--- src/rtl/nor_cmd_pkg.sv ---
package nor_cmd_pkg;
  localparam int CMD_AW = 11;

  typedef enum logic [2:0] {
    MODE_READ    = 3'd0,
    MODE_AUTOSEL = 3'd1,
    MODE_BYPASS  = 3'd2,
    MODE_SERASE  = 3'd3,
    MODE_SUSPEND = 3'd4
  } mode_e;

  typedef enum logic [2:0] {
    ST_IDLE,
    ST_UNL1,
    ST_UNL2,
    ST_PROG,
    ST_ER1,
    ST_ER2,
    ST_ER3,
    ST_BEXIT
  } step_e;

  localparam logic [CMD_AW-1:0] ADDR_CMD = 11'h555;
  localparam logic [CMD_AW-1:0] ADDR_ALT = 11'h2AA;
  localparam logic [7:0] KEY_FIRST   = 8'hAA;
  localparam logic [7:0] KEY_SECOND  = 8'h55;
  localparam logic [7:0] OP_AUTOSEL  = 8'h90;
  localparam logic [7:0] OP_PROG     = 8'hA0;
  localparam logic [7:0] OP_BYPASS   = 8'h20;
  localparam logic [7:0] OP_ERASE    = 8'h80;
  localparam logic [7:0] OP_CHIP     = 8'h10;
  localparam logic [7:0] OP_SECTOR   = 8'h30;
  localparam logic [7:0] OP_RESUME   = 8'h30;
  localparam logic [7:0] OP_SUSPEND  = 8'hB0;
  localparam logic [7:0] OP_RESET    = 8'hF0;
  localparam logic [7:0] OP_BEXIT    = 8'h00;
endpackage

--- src/rtl/nor_cmd_match.sv ---
module nor_cmd_match
  import nor_cmd_pkg::*;
#(
  parameter int ADDR_W = 19,
  parameter int DATA_W = 16
) (
  input  logic [ADDR_W-1:0] wr_addr,
  input  logic [DATA_W-1:0] wr_data,
  output logic              hit_key1,
  output logic              hit_key2,
  output logic              at_cmd,
  output logic [7:0]        code
);
  logic [CMD_AW-1:0] low_addr;

  always_comb begin
    low_addr = wr_addr[CMD_AW-1:0];
    code     = wr_data[7:0];
    at_cmd   = (low_addr == ADDR_CMD);
    hit_key1 = at_cmd && (code == KEY_FIRST);
    hit_key2 = (low_addr == ADDR_ALT) && (code == KEY_SECOND);
  end
endmodule

--- src/rtl/nor_seq_fsm.sv ---
module nor_seq_fsm
  import nor_cmd_pkg::*;
#(
  parameter int ADDR_W = 19,
  parameter int DATA_W = 16
) (
  input  logic              clk,
  input  logic              rst_n,
  input  logic              wr_en,
  input  logic              busy,
  input  logic [ADDR_W-1:0] wr_addr,
  input  logic [DATA_W-1:0] wr_data,
  input  logic              hit_key1,
  input  logic              hit_key2,
  input  logic              at_cmd,
  input  logic [7:0]        code,
  output mode_e             mode_o,
  output logic              prog_o,
  output logic              sect_o,
  output logic              chip_o,
  output logic [ADDR_W-1:0] op_addr_o,
  output logic [DATA_W-1:0] op_data_o
);
  step_e step_q, step_d;
  mode_e mode_q, mode_d;
  logic  prog_q, prog_d, sect_q, sect_d, chip_q, chip_d;
  logic  lat_en;
  logic [ADDR_W-1:0] op_addr_q;
  logic [DATA_W-1:0] op_data_q;

  always_comb begin
    step_d = step_q;
    mode_d = mode_q;
    prog_d = 1'b0;
    sect_d = 1'b0;
    chip_d = 1'b0;
    lat_en = 1'b0;
    if (wr_en) begin
      case (mode_q)
        MODE_SERASE: begin
          if (code == OP_SUSPEND) mode_d = MODE_SUSPEND;
        end
        MODE_SUSPEND: begin
          if (code == OP_RESUME) mode_d = MODE_SERASE;
        end
        default: begin
          if (!busy) begin
            case (step_q)
              ST_IDLE: begin
                if (mode_q == MODE_BYPASS) begin
                  if (code == OP_PROG)          step_d = ST_PROG;
                  else if (code == OP_AUTOSEL)  step_d = ST_BEXIT;
                end else if (hit_key1) begin
                  step_d = ST_UNL1;
                end else if (code == OP_RESET) begin
                  mode_d = MODE_READ;
                end
              end
              ST_UNL1: begin
                step_d = hit_key2 ? ST_UNL2 : ST_IDLE;
                if (!hit_key2) mode_d = MODE_READ;
              end
              ST_UNL2: begin
                step_d = ST_IDLE;
                if (at_cmd && code == OP_AUTOSEL)     mode_d = MODE_AUTOSEL;
                else if (at_cmd && code == OP_PROG)   step_d = ST_PROG;
                else if (at_cmd && code == OP_BYPASS) mode_d = MODE_BYPASS;
                else if (at_cmd && code == OP_ERASE)  step_d = ST_ER1;
                else                                  mode_d = MODE_READ;
              end
              ST_PROG: begin
                prog_d = 1'b1;
                lat_en = 1'b1;
                step_d = ST_IDLE;
                if (mode_q != MODE_BYPASS) mode_d = MODE_READ;
              end
              ST_ER1: begin
                step_d = hit_key1 ? ST_ER2 : ST_IDLE;
                if (!hit_key1) mode_d = MODE_READ;
              end
              ST_ER2: begin
                step_d = hit_key2 ? ST_ER3 : ST_IDLE;
                if (!hit_key2) mode_d = MODE_READ;
              end
              ST_ER3: begin
                step_d = ST_IDLE;
                if (at_cmd && code == OP_CHIP) begin
                  chip_d = 1'b1;
                  lat_en = 1'b1;
                  mode_d = MODE_READ;
                end else if (code == OP_SECTOR) begin
                  sect_d = 1'b1;
                  lat_en = 1'b1;
                  mode_d = MODE_SERASE;
                end else begin
                  mode_d = MODE_READ;
                end
              end
              ST_BEXIT: begin
                step_d = ST_IDLE;
                if (code == OP_BEXIT) mode_d = MODE_READ;
              end
              default: step_d = ST_IDLE;
            endcase
          end
        end
      endcase
    end
    if (mode_q == MODE_SERASE && !busy && !(wr_en && code == OP_SUSPEND))
      mode_d = MODE_READ;
  end

  always_ff @(posedge clk or negedge rst_n) begin
    if (!rst_n) begin
      step_q <= ST_IDLE;
      mode_q <= MODE_READ;
      prog_q <= 1'b0;
      sect_q <= 1'b0;
      chip_q <= 1'b0;
    end else begin
      step_q <= step_d;
      mode_q <= mode_d;
      prog_q <= prog_d;
      sect_q <= sect_d;
      chip_q <= chip_d;
    end
  end

  always_ff @(posedge clk or negedge rst_n) begin
    if (!rst_n) begin
      op_addr_q <= '0;
      op_data_q <= '0;
    end else if (lat_en) begin
      op_addr_q <= wr_addr;
      op_data_q <= wr_data;
    end
  end

  assign mode_o    = mode_q;
  assign prog_o    = prog_q;
  assign sect_o    = sect_q;
  assign chip_o    = chip_q;
  assign op_addr_o = op_addr_q;
  assign op_data_o = op_data_q;


  pulse_excl_chk: assert property (@(posedge clk) disable iff (!rst_n)
    $onehot0({prog_q, sect_q, chip_q}));


  pulse_single_chk: assert property (@(posedge clk) disable iff (!rst_n)
    (prog_q || sect_q || chip_q) |=> !(prog_q || sect_q || chip_q));


  busy_block_chk: assert property (@(posedge clk) disable iff (!rst_n)
    (wr_en && busy && (mode_q == MODE_READ || mode_q == MODE_AUTOSEL || mode_q == MODE_BYPASS))
      |=> (!(prog_q || sect_q || chip_q) && mode_q == $past(mode_q)));


  susp_entry_chk: assert property (@(posedge clk) disable iff (!rst_n)
    (mode_q == MODE_SUSPEND && $past(mode_q) != MODE_SUSPEND) |-> $past(mode_q) == MODE_SERASE);


  serase_mode_chk: assert property (@(posedge clk) disable iff (!rst_n)
    sect_q |-> mode_q == MODE_SERASE);
endmodule

--- src/rtl/nor_rd_sel.sv ---
module nor_rd_sel #(
  parameter int          ADDR_W   = 19,
  parameter int          DATA_W   = 16,
  parameter int          SECT_LSB = 12,
  parameter logic [15:0] DEV_ID   = 16'h225B,
  localparam int         NUM_SECT = 1 << (ADDR_W - SECT_LSB)
) (
  input  logic                clk,
  input  logic                rst_n,
  input  logic                autosel,
  input  logic [ADDR_W-1:0]   rd_addr,
  input  logic [DATA_W-1:0]   array_rdata,
  input  logic [NUM_SECT-1:0] sector_prot,
  output logic [DATA_W-1:0]   rd_data
);
  logic [7:0] offs;
  logic [ADDR_W-SECT_LSB-1:0] sect_idx;

  always_comb begin
    offs     = rd_addr[7:0];
    sect_idx = rd_addr[ADDR_W-1:SECT_LSB];
    rd_data  = array_rdata;
    if (autosel) begin
      if (offs == 8'h01)      rd_data = DATA_W'(DEV_ID);
      else if (offs == 8'h02) rd_data = DATA_W'(sector_prot[sect_idx]);
      else                    rd_data = '0;
    end
  end


  id_read_chk: assert property (@(posedge clk) disable iff (!rst_n)
    (autosel && rd_addr[7:0] == 8'h01) |-> rd_data == DATA_W'(DEV_ID));


  array_pass_chk: assert property (@(posedge clk) disable iff (!rst_n)
    !autosel |-> rd_data == array_rdata);
endmodule

--- src/rtl/nor_cmd_decoder.sv ---
module nor_cmd_decoder
  import nor_cmd_pkg::*;
#(
  parameter int  ADDR_W   = 19,
  parameter int  DATA_W   = 16,
  parameter int  SECT_LSB = 12,
  localparam int NUM_SECT = 1 << (ADDR_W - SECT_LSB)
) (
  input  logic                clk,
  input  logic                rst_n,
  input  logic                wr_en,
  input  logic [ADDR_W-1:0]   wr_addr,
  input  logic [DATA_W-1:0]   wr_data,
  input  logic                busy,
  input  logic [ADDR_W-1:0]   rd_addr,
  input  logic [DATA_W-1:0]   array_rdata,
  input  logic [NUM_SECT-1:0] sector_prot,
  output logic [DATA_W-1:0]   rd_data,
  output logic [2:0]          mode,
  output logic                prog_start,
  output logic                sect_erase_start,
  output logic                chip_erase_start,
  output logic [ADDR_W-1:0]   op_addr,
  output logic [DATA_W-1:0]   op_data
);
  logic [1:0] rst_pipe;
  logic       rst_sync_n;
  logic       hit_key1, hit_key2, at_cmd;
  logic [7:0] code;
  mode_e      mode_w;

  always_ff @(posedge clk or negedge rst_n) begin
    if (!rst_n) rst_pipe <= 2'b00;
    else        rst_pipe <= {rst_pipe[0], 1'b1};
  end
  assign rst_sync_n = rst_pipe[1];

  nor_cmd_match #(.ADDR_W(ADDR_W), .DATA_W(DATA_W)) u_match (
    .wr_addr  (wr_addr),
    .wr_data  (wr_data),
    .hit_key1 (hit_key1),
    .hit_key2 (hit_key2),
    .at_cmd   (at_cmd),
    .code     (code)
  );

  nor_seq_fsm #(.ADDR_W(ADDR_W), .DATA_W(DATA_W)) u_fsm (
    .clk       (clk),
    .rst_n     (rst_sync_n),
    .wr_en     (wr_en),
    .busy      (busy),
    .wr_addr   (wr_addr),
    .wr_data   (wr_data),
    .hit_key1  (hit_key1),
    .hit_key2  (hit_key2),
    .at_cmd    (at_cmd),
    .code      (code),
    .mode_o    (mode_w),
    .prog_o    (prog_start),
    .sect_o    (sect_erase_start),
    .chip_o    (chip_erase_start),
    .op_addr_o (op_addr),
    .op_data_o (op_data)
  );

  nor_rd_sel #(.ADDR_W(ADDR_W), .DATA_W(DATA_W), .SECT_LSB(SECT_LSB)) u_rd (
    .clk         (clk),
    .rst_n       (rst_sync_n),
    .autosel     (mode_w == MODE_AUTOSEL),
    .rd_addr     (rd_addr),
    .array_rdata (array_rdata),
    .sector_prot (sector_prot),
    .rd_data     (rd_data)
  );

  assign mode = mode_w;
endmodule

--- config.mk ---
export PLATFORM = sky130hd
export DESIGN_NAME = nor_cmd_decoder
export DESIGN_NICKNAME = d
export VERILOG_FILES = /design/src/rtl/nor_cmd_pkg.sv /design/src/rtl/nor_cmd_match.sv /design/src/rtl/nor_seq_fsm.sv /design/src/rtl/nor_rd_sel.sv /design/src/rtl/nor_cmd_decoder.sv
export SDC_FILE = /design/constraint.sdc
export NUM_CORES = 1
export LEC_CHECK = 0
export BUFFER_PORTS_ARGS = -buffer_cell sky130_fd_sc_hd__buf_4
export CAP_MARGIN = 20
export CORE_AREA = 3 3 109 111
export DETAILED_ROUTE_END_ITERATION = 10
export DIE_AREA = 0 0 112 114
export GPL_ROUTABILITY_DRIVEN = 0
export GPL_TIMING_DRIVEN = 0
export PLACE_DENSITY_LB_ADDON = 0.12
export SYNTH_ARGS = -nofsm -noshare
export SYNTH_HDL_FRONTEND = slang
export SYNTH_SLANG_ARGS = --single-unit
export TNS_END_PERCENT = 1
--- constraint.sdc ---
create_clock -name clk -period 3.4 [get_ports clk]
set_input_delay 0.51 -clock clk [delete_from_list [all_inputs] [get_ports clk]]
set_output_delay 0.51 -clock clk [all_outputs]
set_load 0.01 [all_outputs]
After elaboration in Yosys (flattened, before gate mapping)

Cells that the tools add are included.

$lt $le $gt $ge: 1
Eq/ne operators: 40
Mux-type cells: 57
Bitwise gates (word level): 2
Reduce and logical (&&, ||, !) cells: 20

Operators by type and width:

| cell                   | number |
|---|---|
| $mux W3                | 27 |
| $eq A8 B8 Y1 const B   | 6 |
| $mux W16               | 2 |
| $mux W1                | 21 |
| $pmux W3 S7            | 1 |
| $ne A5 B5 Y1 const B   | 4 |
| $pmux W3 S6            | 1 |
| $eq A8 B6 Y1 const B   | 2 |
| $eq A3 B3 Y1 const B   | 5 |
| $reduce_and A13 Y1     | 1 |
| $eq A3 B2 Y1 const B   | 4 |
| $eq A11 B10 Y1 const B | 1 |
| $eq A11 B11 Y1 const B | 1 |
| $logic_and A1 B1 Y1    | 10 |
| $ne A5 B1 Y1 const B   | 2 |
| $eq A8 B1 Y1 const B   | 1 |
| $eq A8 B2 Y1 const B   | 1 |
| $eq A8 B5 Y1 const B   | 1 |
| $eq A8 B7 Y1 const B   | 1 |
| $logic_not A8 Y1       | 1 |
| $lt A7 B8 Y1 const B   | 1 |
| $bmux W1 S7            | 1 |
| $ne A7 B5 Y1 const B   | 1 |
| $eq A3 B1 Y1 const B   | 2 |
| 16 further kinds       | 22 |

Flip-flop bits (word level): 46
Bits of input ports: 202
Output and inout bits: 57
Logic and storage cells: 128

Depth between registers and ports, before layout

Word-level depth: 11
Gate-level depth with buffers: 9
Mapped depth without buffers: 6

Hierarchy

From an unflattened synthesis, not the netlist that was laid out.

Cell total of the unflattened synthesis: 328
Area total of the unflattened synthesis: 3679.8 um2

Modules (own cells, without submodules):

| module          | instances | cells an instance | area an instance (um2) | seq. area each (um2) |
|---|---|---|---|---|
| nor_seq_fsm     | 1         | 179               | 2149.6                 | 1101.1 |
| nor_rd_sel      | 1         | 122               | 1278.7                 | 0.0 |
| nor_cmd_match   | 1         | 23                | 185.2                  | 0.0 |
| nor_cmd_decoder | 1         | 4                 | 66.3                   | 50.0 |

Worst setup path before layout

Ideal clock, no wire load.

Path kind: input-to-output
Start: input rd_addr[13]
End: output rd_data[0]
Arrival time: 2.237 ns
Required time: 2.890 ns
Path slack: 0.653 ns
Stages: 8
Path buffers: 2
Path through: buf_2 > buf_1 > mux4_2 > mux4_2 > mux2i_1 > nor2_1 > a31oi_1 > o21ai_1

Cells in the longest elaborated chain, start to end: 5

RTL lines:

| element                       | line                  | text |
|---|---|---|
| start, declared               | nor_cmd_decoder.sv:15 | `input logic [ADDR_W-1:0] rd_addr,` |
| $bmux W1 S7                   | nor_rd_sel.sv:25      | `else if (offs == 8'h02) rd_data = DATA_W'(sector_prot[sect_idx]);` |
| $mux W1 (not written as such) | nor_rd_sel.sv:25      |  |
| $mux W1                       | nor_rd_sel.sv:25      |  |
| $mux W16                      | nor_rd_sel.sv:24      | `if (offs == 8'h01) rd_data = DATA_W'(DEV_ID);` |
| $mux W16                      | nor_rd_sel.sv:23      | `if (autosel) begin` |
| end, declared                 | nor_cmd_decoder.sv:18 | `output logic [DATA_W-1:0] rd_data,` |

Every way passes these cells. The select of a mux whose other input is x is not followed.

Worst setup path after layout

Same ends and word-level chain as after synthesis.

==> summary.md <==
| Metric | Value |
|---|---|
| Status | `finished, final reports clean` |
| Pin count of the biggest net entering global routing | `34` |
| CP Launch Type | `primary input` |
| Area delta synth->final | `57.76%` |
| Seq/Total Area, Yosys | `30.31%` |
| Final core utilization | `55.02%` |
| Row count | `38` |
| Min-Delay Path Class | `flop to asynchronous set/reset pin` |
| H-tree Lvls | `2` |
| Synth cell types | `70` |
| Hold slack | `0.1576 ns` |
| DP HPWL | `11.55 mm` |
| Area leader, netlist | `dfrtp_1` |
| Cells after synthesis | `334` |
| Top Ports | `259` |
| Worst r2r path cells | `7` |
| Later-pin clock latency in the skew report | `0.30 ns` |
| RR Startpoint | `u_fsm.mode_o[2]$_DFFE_PN0P_` |
| Initial antenna violation count | `0` |
| R2R Setup Slk | `1.04 ns` |
| Share of layout cells above drive strength 1 | `57.91%` |
| Fin. max-slew vios | `0` |
| Worst setup path start | `rd_addr[13]` |
| Share of the synthesized area in the top cell type | `30.31%` |
| Clock Path Buffers | `2` |
| Die Height | `114 um` |
| Critical-path maximum fanout | `10` |
| Post-route worst setup slack | `0.2234 ns` |
| Setup Skew | `0.01049 ns` |
| DR WL/cell | `18.61 um` |
| Period minus WS final | `3.177 ns` |
| Placed insts | `725` |
| Period utilisation layout | `93.43%` |
| Vias in the first global route | `4068` |
| Post-Route WL | `13.66 mm` |
| Core Area | `10890 um^2` |
| RSZ-0062 raised after global routing | `no` |
| Initial Util | `34.88%` |
| Final Hold Viols | `0` |
| Post-place instance area | `5871 um^2` |
| Number of flops mapped to enable cells by yosys | `0` |
| Critical path type | `primary input to output pin` |
| Total gr overflow | `0` |
| Most frequent cell after synthesis | `dfrtp_1` |
| Pwr Total | `1.546 mW` |
| Yosys reg bits | `46` |
| Final Setup Violations | `0` |
| First-pass GRT wire length | `20.52 mm` |
| RR Endpoint | `u_fsm.op_addr_o[1]$_DFFE_PN0P_` |
| Mapped Nets | `536` |
| Antenna diodes | `0` |
| WP data required | `2.89 ns` |
| Synth async-reset ratio | `100.0%` |
| Die Width | `112 um` |
| Post-Syn Area | `3797 um^2` |
| CP endpoint | `rd_data[0]` |
| Max_cap viols | `0` |
| GRT Total Usage | `19.95%` |
| Post-CTS sizing | `0` |
| Synth Area per Inst | `11.37 um^2` |
| Number of buffers created by CTS | `5` |
| Relative slew slack | `42.11%` |
| Nets | `795` |
| Pwr Density | `258.1 nW/um^2` |
| Reg clk slew, reported paths | `0.09 ns` |
| Final non-filler cell total | `734` |
| Critical Path AT | `2.67 ns` |
| Post-place setup slack | `0.2152 ns` |
| Max IR drop VDD | `156.2 uV` |
| Number of vias per cell | `5.332` |
| CP Capture Type | `output pin` |
| Slew @ Worst Pin | `0.8604 ns` |
| Sink Count | `46` |
| Post-CTS setup buffer count | `0` |
| Dominant cells by area after synthesis | `dfrtp_1 30%, mux4_2 15%, mux2_4 12%` |
| DR iter-0 viols | `217` |
| LEAKAGE | `2.958 nW` |
| Synth top cells by count | `46 x dfrtp_1, 30 x mux2_4, 26 x mux4_2` |
| First-pass DRT Iterations | `4` |
| Setup TNS | `0 ns` |
| Fill cells | `1003` |
| Number of routed nets with antenna violations | `0` |
| Clk root buf | `clkbuf_8` |
| Fmax | `0.3148 GHz` |
| Total number of vias | `3914` |
| Top_reg_cell synth | `dfrtp_1` |
| Post-route DRC | `0` |
| Synth warn | `0` |
| Die footprint | `12770 um^2` |
| Design area | `5991 um^2` |
| CTS tree | `built` |
| I/O Buffers | `250` |
cell families (layout without fill, tap and decap cells):
group | Yosys count | in the layout | synth area share (%)
compound gates | 60 | 60 | 12.45
xor+xnor | 1 | 1 | 0.2307
buf+inv | 30 | 290 | 4.086
flops | 46 | 46 | 30.31
simple gates | 115 | 115 | 18.65
other cells | 1 | 1 | 0.09875
mux | 81 | 81 | 34.17
power by group:
part	leakage [nW]	switching [mW]	internal, mW	total [mW]
logic	2.29	0.215	0.328	0.543
clock network	0.0514	0.198	0.220	0.418
registers	0.614	0.0178	0.567	0.585
cell usage in the layout, fill, tap and decap left out, types with 5 or more instances in the layout:
cell,count
buf_2,10
buf_4,252
clkbuf_1,9
clkbuf_8,5
dfrtp_1,45
inv_1,5
mux2_1,6
mux2_4,30
mux2i_1,16
mux4_2,26
nand2_1,25
nand3_1,5
nor2_1,11
nor2b_1,17
nor4_1,7
nor4bb_1,5
o21ai_1,7
o221ai_1,6
flip-flops by register name, summed over array words and instances (netlist names):
name	count
u_fsm.prog_o	1
u_fsm.op_addr_o	19
u_fsm.step_q	3
u_fsm.chip_o	1
u_fsm.sect_o	1
u_fsm.op_data_o	16
u_fsm.mode_o	3
rst_pipe	2
worst max-delay path, stage by stage:
cell and delay [ns]:
buf_2 0.15, buf_1 0.29, nand2b_1 0.32, o221ai_1 0.22, o22ai_1 0.13, a2111oi_0 0.56, o32ai_1 0.19, o21ai_1 0.15
buf_4 0.14
how the worst min path moves through the flow:
stage,startpoint,cells after the start,slack [ns],to
floorplan,rst_n,0,0.21,rst_pipe[0]$_DFF_PN0_
global placement,rst_n,1,0.29,rst_pipe[0]$_DFF_PN0_
detailed placement,rst_pipe[1]$_DFF_PN0_,0,0.17,u_fsm.op_addr_o[3]$_DFFE_PN0P_
CTS,rst_pipe[1]$_DFF_PN0_,0,0.17,u_fsm.step_q[0]$_DFFE_PN0P_
global route,rst_pipe[1]$_DFF_PN0_,0,0.18,u_fsm.step_q[0]$_DFFE_PN0P_
finish,rst_pipe[1]$_DFF_PN0_,0,0.16,u_fsm.step_q[0]$_DFFE_PN0P_
timing repair:
action                                 in CTS  in global routing
setup endpoints to repair                   0                  0
hold buffers                                1                  0
endpoints found under the hold margin       2                  0
cell type report:
class,instances,area (um^2),share of cell area [%]
Inverter,5,18.77,0.3133
Sequential cell,46,1152,19.24
Timing Repair Buffer,252,1907,31.83
Buffer,25,136.4,2.277
Clock buffer,6,72.57,1.211
Multi-Input combinational cell,258,2491,41.58
Tap cell,140,175.2,2.924
Clock inverter,2,37.54,0.6266
metal layers:
| metal | global-route usage (%) | up-vias | wire [um] |
|---|---|---|---|
| met5 | 0 | - | 0 |
| met4 | 3.686 | 0 | 194 |
| met3 | 5.517 | 15 | 993 |
| met1 | 22.44 | 1892 | 5064 |
| met2 | 38.01 | 163 | 7406 |
| li1 | - | 1844 | - |
Note: power is estimated with default switching activity, not from simulation.
